==> config.mk <==
export PLATFORM = sky130hd
export DESIGN_NAME = eewr_slave
export DESIGN_NICKNAME = d
export VERILOG_FILES = /design/src/rtl/eewr_pkg.sv /design/src/rtl/eewr_bus.sv /design/src/rtl/eewr_frame.sv /design/src/rtl/eewr_store.sv /design/src/rtl/eewr_slave.sv
export SDC_FILE = /design/constraint.sdc
export NUM_CORES = 2
export LEC_CHECK = 0
export BUFFER_PORTS_ARGS = -buffer_cell sky130_fd_sc_hd__buf_2
export CAP_MARGIN = 20
export CELL_PAD_IN_SITES_DETAIL_PLACEMENT = 1
export CELL_PAD_IN_SITES_GLOBAL_PLACEMENT = 2
export CORE_MARGIN = 1
export CORE_UTILIZATION = 50
export CTS_CLUSTER_DIAMETER = 120
export DETAILED_ROUTE_END_ITERATION = 8
export PLACE_DENSITY_LB_ADDON = 0.1
export SLEW_MARGIN = 10
export SYNTH_ARGS = -nofsm -noshare
export SYNTH_HDL_FRONTEND = slang
export SYNTH_SLANG_ARGS = --single-unit
export TNS_END_PERCENT = 5
==> constraint.sdc <==
create_clock -name clk -period 3.5 [get_ports clk]
set_input_delay 0.7 -clock clk [delete_from_list [all_inputs] [get_ports clk]]
set_output_delay 0.7 -clock clk [all_outputs]
set_load 0.005 [all_outputs]
==> src/rtl/eewr_pkg.sv <==
// Shared types and constants for the two-wire write slave.
// Assumes byte-wide word addresses (array of at most 256 bytes).
package eewr_pkg;
    typedef enum logic [2:0] {
        FR_IDLE,
        FR_CTRL,
        FR_ID,
        FR_ADDR,
        FR_DATA,
        FR_SKIP
    } frame_st_t;

    localparam logic [3:0] CMD_TAG    = 4'b0110;
    localparam logic [2:0] LOW_WRITE  = 3'b010;
    localparam logic [2:0] LOW_LOCK   = 3'b000;
endpackage

==> src/rtl/eewr_bus.sv <==
// Bit-level front end: samples SCL/SDA, detects start/stop, shifts bytes
// in MSB first and drives the ninth-clock acknowledge.
// Assumes SCL and SDA change slowly relative to clk (several clocks per phase).
module eewr_bus (
    input  logic       clk,
    input  logic       rst_n,
    input  logic       scl_i,
    input  logic       sda_i,
    input  logic       ack_en,
    output logic       start_p,
    output logic       stop_p,
    output logic       byte_p,
    output logic [7:0] byte_q,
    output logic       sda_oe_o
);
    logic       scl_s, scl_d, sda_s, sda_d;
    logic       active, in_ack, ack_lat;
    logic [3:0] bit_cnt;
    logic [7:0] shreg;
    logic       scl_rise, scl_fall;

    // Register the bus lines and keep their previous sample for edge detection.
    always_ff @(posedge clk) begin
        if (!rst_n) begin
            scl_s <= 1'b1; scl_d <= 1'b1;
            sda_s <= 1'b1; sda_d <= 1'b1;
        end else begin
            scl_s <= scl_i; scl_d <= scl_s;
            sda_s <= sda_i; sda_d <= sda_s;
        end
    end

    assign scl_rise = scl_s & ~scl_d;
    assign scl_fall = ~scl_s & scl_d;
    assign start_p  = scl_s & scl_d & sda_d & ~sda_s;
    assign stop_p   = scl_s & scl_d & ~sda_d & sda_s;
    assign byte_q   = {shreg[6:0], sda_s};
    assign byte_p   = active & scl_rise & (bit_cnt == 4'd7);

    // Shift bits, time the acknowledge slot and restart on start/stop.
    always_ff @(posedge clk) begin
        if (!rst_n) begin
            active <= 1'b0; in_ack <= 1'b0; ack_lat <= 1'b0;
            bit_cnt <= '0; shreg <= '0; sda_oe_o <= 1'b0;
        end else if (start_p || stop_p) begin
            active <= start_p; in_ack <= 1'b0; ack_lat <= 1'b0;
            bit_cnt <= '0; sda_oe_o <= 1'b0;
        end else if (active) begin
            if (scl_rise && bit_cnt < 4'd8) begin
                shreg   <= byte_q;
                bit_cnt <= bit_cnt + 4'd1;
                if (bit_cnt == 4'd7) ack_lat <= ack_en;
            end else if (scl_fall && bit_cnt == 4'd8) begin
                if (!in_ack) begin
                    in_ack   <= 1'b1;
                    sda_oe_o <= ack_lat;
                end else begin
                    in_ack   <= 1'b0;
                    sda_oe_o <= 1'b0;
                    bit_cnt  <= '0;
                end
            end
        end
    end
endmodule

==> src/rtl/eewr_frame.sv <==
// Frame sequencer: command byte, identity byte, word address, data bytes.
// Decides each acknowledge and flags the commit at stop.
// Assumes byte_p and the start/stop pulses are never high together.
module eewr_frame
    import eewr_pkg::*;
(
    input  logic       clk,
    input  logic       rst_n,
    input  logic       start_p,
    input  logic       stop_p,
    input  logic       byte_p,
    input  logic [7:0] byte_q,
    input  logic       busy,
    input  logic       lock,
    input  logic [7:0] local_id,
    output logic       ack_en,
    output logic       addr_p,
    output logic       data_p,
    output logic       commit_p,
    output logic       cmd_lock,
    output logic       out_en_o
);
    frame_st_t st;
    logic      have_data;
    logic      is_wr, is_lock;

    assign is_wr   = (byte_q[7:4] == CMD_TAG) && (byte_q[2:0] == LOW_WRITE);
    assign is_lock = (byte_q[7:4] == CMD_TAG) && (byte_q[2:0] == LOW_LOCK);

    // Acknowledge decision for the byte now completing.
    always_comb begin
        ack_en = 1'b0;
        if (!busy) begin
            case (st)
                FR_CTRL: ack_en = is_wr || (is_lock && !lock);
                FR_ID:   ack_en = (byte_q == local_id);
                FR_ADDR: ack_en = 1'b1;
                FR_DATA: ack_en = 1'b1;
                default: ack_en = 1'b0;
            endcase
        end
    end

    assign addr_p   = byte_p && (st == FR_ADDR) && ack_en;
    assign data_p   = byte_p && (st == FR_DATA) && ack_en;
    assign commit_p = stop_p && (st == FR_DATA) && have_data;

    // Advance through the frame fields; fall into skip on any refusal.
    always_ff @(posedge clk) begin
        if (!rst_n) begin
            st <= FR_IDLE; have_data <= 1'b0;
            cmd_lock <= 1'b0; out_en_o <= 1'b0;
        end else if (start_p) begin
            st <= FR_CTRL; have_data <= 1'b0;
        end else if (stop_p) begin
            st <= FR_IDLE; have_data <= 1'b0;
        end else if (byte_p) begin
            case (st)
                FR_CTRL: begin
                    if (ack_en) begin
                        out_en_o <= byte_q[3];
                        cmd_lock <= is_lock;
                        st       <= FR_ID;
                    end else begin
                        st <= FR_SKIP;
                    end
                end
                FR_ID:   st <= ack_en ? FR_ADDR : FR_SKIP;
                FR_ADDR: st <= ack_en ? FR_DATA : FR_SKIP;
                FR_DATA: begin
                    if (ack_en) have_data <= 1'b1;
                    else        st <= FR_SKIP;
                end
                default: st <= st;
            endcase
        end
    end
endmodule

==> src/rtl/eewr_store.sv <==
// Page buffer, behavioural array, write-cycle timer and one-time protect bit.
// Assumes commit_p only arrives while the timer is idle.
module eewr_store #(
    parameter int PAGE_BYTES   = 16,
    parameter int MEM_BYTES    = 256,
    parameter int WRITE_CYCLES = 40
) (
    input  logic                         clk,
    input  logic                         rst_n,
    input  logic                         start_p,
    input  logic                         addr_p,
    input  logic                         data_p,
    input  logic [7:0]                   byte_q,
    input  logic                         commit_p,
    input  logic                         cmd_lock,
    input  logic                         low_supply,
    input  logic [$clog2(MEM_BYTES)-1:0] rd_addr,
    output logic [7:0]                   rd_data,
    output logic                         busy,
    output logic                         lock
);
    localparam int OFS_W = $clog2(PAGE_BYTES);
    localparam int AW    = $clog2(MEM_BYTES);
    localparam int TW    = $clog2(WRITE_CYCLES + 1);

    logic [7:0]       pbuf [PAGE_BYTES];
    logic [7:0]       mem  [MEM_BYTES];
    logic [PAGE_BYTES-1:0] mask;
    logic [OFS_W-1:0] ptr;
    logic [AW-OFS_W-1:0] page;
    logic [TW-1:0]    tmr;
    logic             prog_ok;

    assign prog_ok = !low_supply;
    assign busy    = (tmr != '0);
    assign rd_data = mem[rd_addr];

    // Track the page, the wrapping offset and which buffer slots hold data.
    always_ff @(posedge clk) begin
        if (!rst_n) begin
            mask <= '0; ptr <= '0; page <= '0;
        end else if (start_p || commit_p) begin
            mask <= '0;
        end else if (addr_p) begin
            ptr  <= byte_q[OFS_W-1:0];
            page <= byte_q[AW-1:OFS_W];
        end else if (data_p) begin
            mask[ptr] <= 1'b1;
            ptr       <= ptr + 1'b1;
        end
    end

    // Hold incoming data bytes in the page buffer.
    always_ff @(posedge clk) begin
        if (data_p) pbuf[ptr] <= byte_q;
    end

    // Copy filled buffer slots into the array when a permitted commit occurs.
    always_ff @(posedge clk) begin
        for (int i = 0; i < PAGE_BYTES; i++) begin
            if (commit_p && !cmd_lock && !lock && prog_ok && mask[i])
                mem[{page, OFS_W'(i)}] <= pbuf[i];
        end
    end

    // Count down the internal write cycle and program the protect bit.
    always_ff @(posedge clk) begin
        if (!rst_n) begin
            tmr  <= '0;
            lock <= 1'b0;
        end else begin
            if (commit_p)       tmr <= TW'(WRITE_CYCLES);
            else if (tmr != '0) tmr <= tmr - 1'b1;
            if (commit_p && cmd_lock && prog_ok) lock <= 1'b1;
        end
    end
endmodule

==> src/rtl/eewr_slave.sv <==
// Top of the two-wire serial memory write slave.
// Assumes sda_i carries the master's drive; sda_oe_o is the slave's pull-down.
module eewr_slave #(
    parameter int PAGE_BYTES   = 16,
    parameter int MEM_BYTES    = 256,
    parameter int WRITE_CYCLES = 40
) (
    input  logic                         clk,
    input  logic                         rst_n,
    input  logic                         scl_i,
    input  logic                         sda_i,
    output logic                         sda_oe_o,
    input  logic [7:0]                   local_id_i,
    input  logic                         low_supply_i,
    output logic                         out_en_o,
    output logic                         busy_o,
    output logic                         lock_o,
    input  logic [$clog2(MEM_BYTES)-1:0] rd_addr_i,
    output logic [7:0]                   rd_data_o
);
    logic       start_p, stop_p, byte_p, ack_en;
    logic       addr_p, data_p, commit_p, cmd_lock;
    logic [7:0] byte_q;

    eewr_bus u_bus (
        .clk(clk), .rst_n(rst_n), .scl_i(scl_i), .sda_i(sda_i),
        .ack_en(ack_en), .start_p(start_p), .stop_p(stop_p),
        .byte_p(byte_p), .byte_q(byte_q), .sda_oe_o(sda_oe_o)
    );

    eewr_frame u_frame (
        .clk(clk), .rst_n(rst_n), .start_p(start_p), .stop_p(stop_p),
        .byte_p(byte_p), .byte_q(byte_q), .busy(busy_o), .lock(lock_o),
        .local_id(local_id_i), .ack_en(ack_en), .addr_p(addr_p),
        .data_p(data_p), .commit_p(commit_p), .cmd_lock(cmd_lock),
        .out_en_o(out_en_o)
    );

    eewr_store #(
        .PAGE_BYTES(PAGE_BYTES), .MEM_BYTES(MEM_BYTES),
        .WRITE_CYCLES(WRITE_CYCLES)
    ) u_store (
        .clk(clk), .rst_n(rst_n), .start_p(start_p), .addr_p(addr_p),
        .data_p(data_p), .byte_q(byte_q), .commit_p(commit_p),
        .cmd_lock(cmd_lock), .low_supply(low_supply_i),
        .rd_addr(rd_addr_i), .rd_data(rd_data_o),
        .busy(busy_o), .lock(lock_o)
    );
endmodule

==> summary.txt <==
Timing
  – Min Clock Period, post-route: 4.01 ns
  – Fraction of the cycle the final worst path needs: 114%
  – Tightest Pin Transition: 1.32 ns
  – Clock skew: 0.0453 ns
  – Final setup margin: -0.505 ns
  – Final Slew Violations: 0
  – Fin. Hold Viols: 0
  – Slew HR: 12.2%
  – RSZ-0062 raised after global routing: yes
  – Final setup TNS: -3.49 ns
  – Setup-failing EPs final: 8
  – Max Freq: 250 MHz

Floorplanning
  – IO Count: 33
  – Die width: 416 um
  – Die footprint: 173000 um2
  – Row count: 151
  – Core box area: 170000 um2
  – Initial Util: 50.5%
  – Chip height: 416 um

Clock network
  – H-tree depth: 4
  – Clock sinks: 2232
  – CTS Buffer Depth: 3
  – CTS root buffer: clkbuf_16
  – CTS tree: built
  – Clk Latency, worst-skew pair: 0.90 ns
  – Inserted Clock Buffers: 219
  – Clk slew on worst S/H paths: 0.06 ns

Route
  – Routed vias: 51191
  – Detailed Route WL: 331000 um
  – Drt first pass iters: 5
  – Initial DRC count: 8849
  – Wirelength per Cell: 43.0 um
  – Residual DRC: 0
  – Final ANT Viol Nets: 0
  – Detailed-route vias per instance: 6.65

Power
  – Pleak: 35.2 nW
  – Cell-internal power: 43.8 mW
  – Switching share of power: 21.9%
  – Clock power frac: 42.8%
  – Flop pwr share: 51.5%
  – Power per Cell Area: 536 nW/um2
  – Combinational share of power: 5.7%
  – Switch Pwr: 12.3 mW
  – Max VDD drop: 538 uV

Layout
  – Final nets: 5308
  – Area Overhead vs Synth: 21.8%
  – Layout cells sized above 1: 35.5%
  – Finished Cell Area: 105000 um2

Outcome
  – Failing checks: negative setup slack
  – Status: finished with violations

Global route
  – Initial antenna violation count: 36
  – Largest net degree at the start of global routing: 37
  – Vias in the first global route: 51214
  – Total track usage: 38.3%
  – Grt ovf: 0
  – First-pass GRT wire length: 442000 um

Setup path
  – FF-to-FF setup slack: 0.31 ns
  – RR Startpoint: u_bus.scl_s
  – CP required: 2.80 ns
  – RR Endpoint: u_store.mem[72][5]
  – CP Capture Type: output pin
  – Critical Path AT: 3.31 ns
  – CP Launch Type: primary input
  – Reg2Reg Depth: 8
  – Max Fanout on Critical Path: 27
  – CP Class: primary input to output pin

Worst hold path
  – Hold Path Class: primary input to flip-flop
  – HP Start: low_supply_i
  – Hold depth: 4
  – Worst Hold End: u_store.lock

Synth
  – Main synth FF type: edfxtp_1
  – Synthesis Warnings: 0
  – Yosys top cell area share: 76.1%
  – Post-synth top area cell: edfxtp_1
  – Yosys cell types: 72
  – Synth async-reset ratio: 0%
  – Avg Inst Size Synth: 20.1 um2
  – Number of synthesized flops with an enable pin: 2176
  – Cell Area, Synth: 85900 um2
  – Mapped Cells: 4278
  – Syn_nets: 4306
  – Register area share after synthesis: 77.4%
  – Register bit total from synthesis: 2232
  – Top cells by area, synth: edfxtp_1, mux4_2, mux2i_1

Place
  – IO Port Bufs: 32
  – RD Place Congestion: 0.997
  – DP Area: 95400 um2
  – HPWL after DPL: 220000 um

Run
  – Max-cap violations: 0
per-layer routing:
| layer | GRT usage (%) | routed length (um) | vias to the layer above |
|---|---|---|---|
| met3 | 10.4 | 40300 | 553 |
| li1 | - | - | 19691 |
| met4 | 15.7 | 14900 | 6 |
| met1 | 53.4 | 125000 | 27364 |
| met2 | 57.5 | 151000 | 3577 |
| met5 | 0 | 69 | - |
synth_stat cells (all sizes together) (27+ instances only):
cell,number
nand2b,27
mux2i,191
o21ai,38
a22oi,130
a22o,27
nand2,112
o221ai,27
o22ai,30
edfxtp,2176
nor2,332
dfxtp,56
buf,144
mux4,400
nand3,36
nor3,27
a21oi,107
clkbuf,106
logic make-up (layout without fill, tap and decap cells):
logic type,after synthesis,after routing,share of synthesized area (%)
other,0,8,0
buffers and inverters,261,1452,1.73
AO/OA/AOI/OAI,507,507,4.20
flip-flops,2232,2232,77.4
multiplexers,614,614,13.0
XOR/XNOR,11,11,0.112
AND/OR/NAND/NOR,646,646,3.44
adder cells (fa/ha/maj),7,7,0.102
worst max path at each step:
stage                             start      endpoint  slack (ns)  cells after the start
floorplan                  rd_addr_i[1]  rd_data_o[0]        0.17                      8
global placement           rd_addr_i[0]  rd_data_o[3]       -1.85                     10
detailed placement         rd_addr_i[0]  rd_data_o[4]       -1.34                     10
CTS                 u_store.mem[136][5]  rd_data_o[5]       -0.43                      8
global route               rd_addr_i[2]  rd_data_o[6]       -0.45                     14
finish                     rd_addr_i[1]  rd_data_o[1]       -0.51                     13
flip-flops by register name, summed over array words and instances, names as in the netlist, 3 cells and up:
signal and cells:
u_bus.shreg 7, u_store.pbuf 128, u_store.ptr 4, u_store.mem 2048, u_bus.bit_cnt 4, u_frame.st 3, u_store.page 4, u_store.tmr 6
u_store.mask 16
cell type report:
cell class | count | area (um2)
Inverter | 11 | 43.8
Sequential cell | 2232 | 66500
Multi-Input combinational cell | 1785 | 18900
Antenna cell | 8 | 20.0
Tap cell | 2218 | 2780
Timing Repair Buffer | 1031 | 9150
Clock buffer | 280 | 5870
Fill cell | 14369 | 65400
Clock inverter | 130 | 1390
power by group through the flow:
stage                     clock (mW)  combinational [mW]  sequential, mW
final                           24.0                3.20            28.9
after detailed placement           0                2.85            29.5
after floorplan                    0                1.38            29.5
after CTS                       24.1                3.08            28.9
after global routing            25.0                3.27            28.9
after global placement             0                2.82            29.5
worst max-delay path: stages:
cell and delay, ns:
buf_16 0.19, buf_4 0.18, buf_4 0.15, buf_12 0.22, mux2i_1 0.14, buf_4 0.17
a22oi_1 0.28, nand3_1 0.29, nand3_1 0.19, a211oi_1 0.07, buf_4 0.16, nor4_4 0.33
buf_2 0.18
stage by stage:
stage          worst slack [ns]  util [%]  power [mW]  hold WS, ns  std cells
2_1_floorplan             0.168         -        30.9        0.440       4278
3_3_place_gp              -1.85      55.9        32.3        0.430       7216
3_5_place_dp              -1.34      56.1        32.3        0.442       7231
4_1_cts                  -0.435      61.1        56.1        0.183       7667
5_1_grt                  -0.450      61.5        57.1        0.220       7690
6_report                 -0.505      61.5        56.1        0.234       7695
cells in the final DEF, fill, tap and decap left out, types with 17 or more instances in the layout:
cell type	count
clkinv_2	45
buf_4	879
a22oi_1	99
o21a_1	17
buf_6	30
nor3_1	20
mux2_2	23
edfxtp_1	2176
clkbuf_16	220
bufinv_16	22
dfxtp_1	56
nand2_1	109
clkinv_1	38
nand3_1	35
nor2b_1	21
o21ai_0	25
a21oi_1	87
mux2i_1	189
buf_12	49
mux4_2	400
nor2_1	323
a22o_1	20
clkbuf_1	46
buf_2	28
o22ai_1	22
buf_16	30
nand2b_1	26
a22oi_2	31
o221ai_1	24
what timing repair did:
action,4_1_cts,5_1_grt
endpoints found under the hold margin,2,0
cloned,9,0
hold buffers,2,0
endpoints found under the setup margin,8,8
pin swaps,39,14
resized for setup,177,68
setup buffers,22,10
Power figures use the tool's default switching activity.
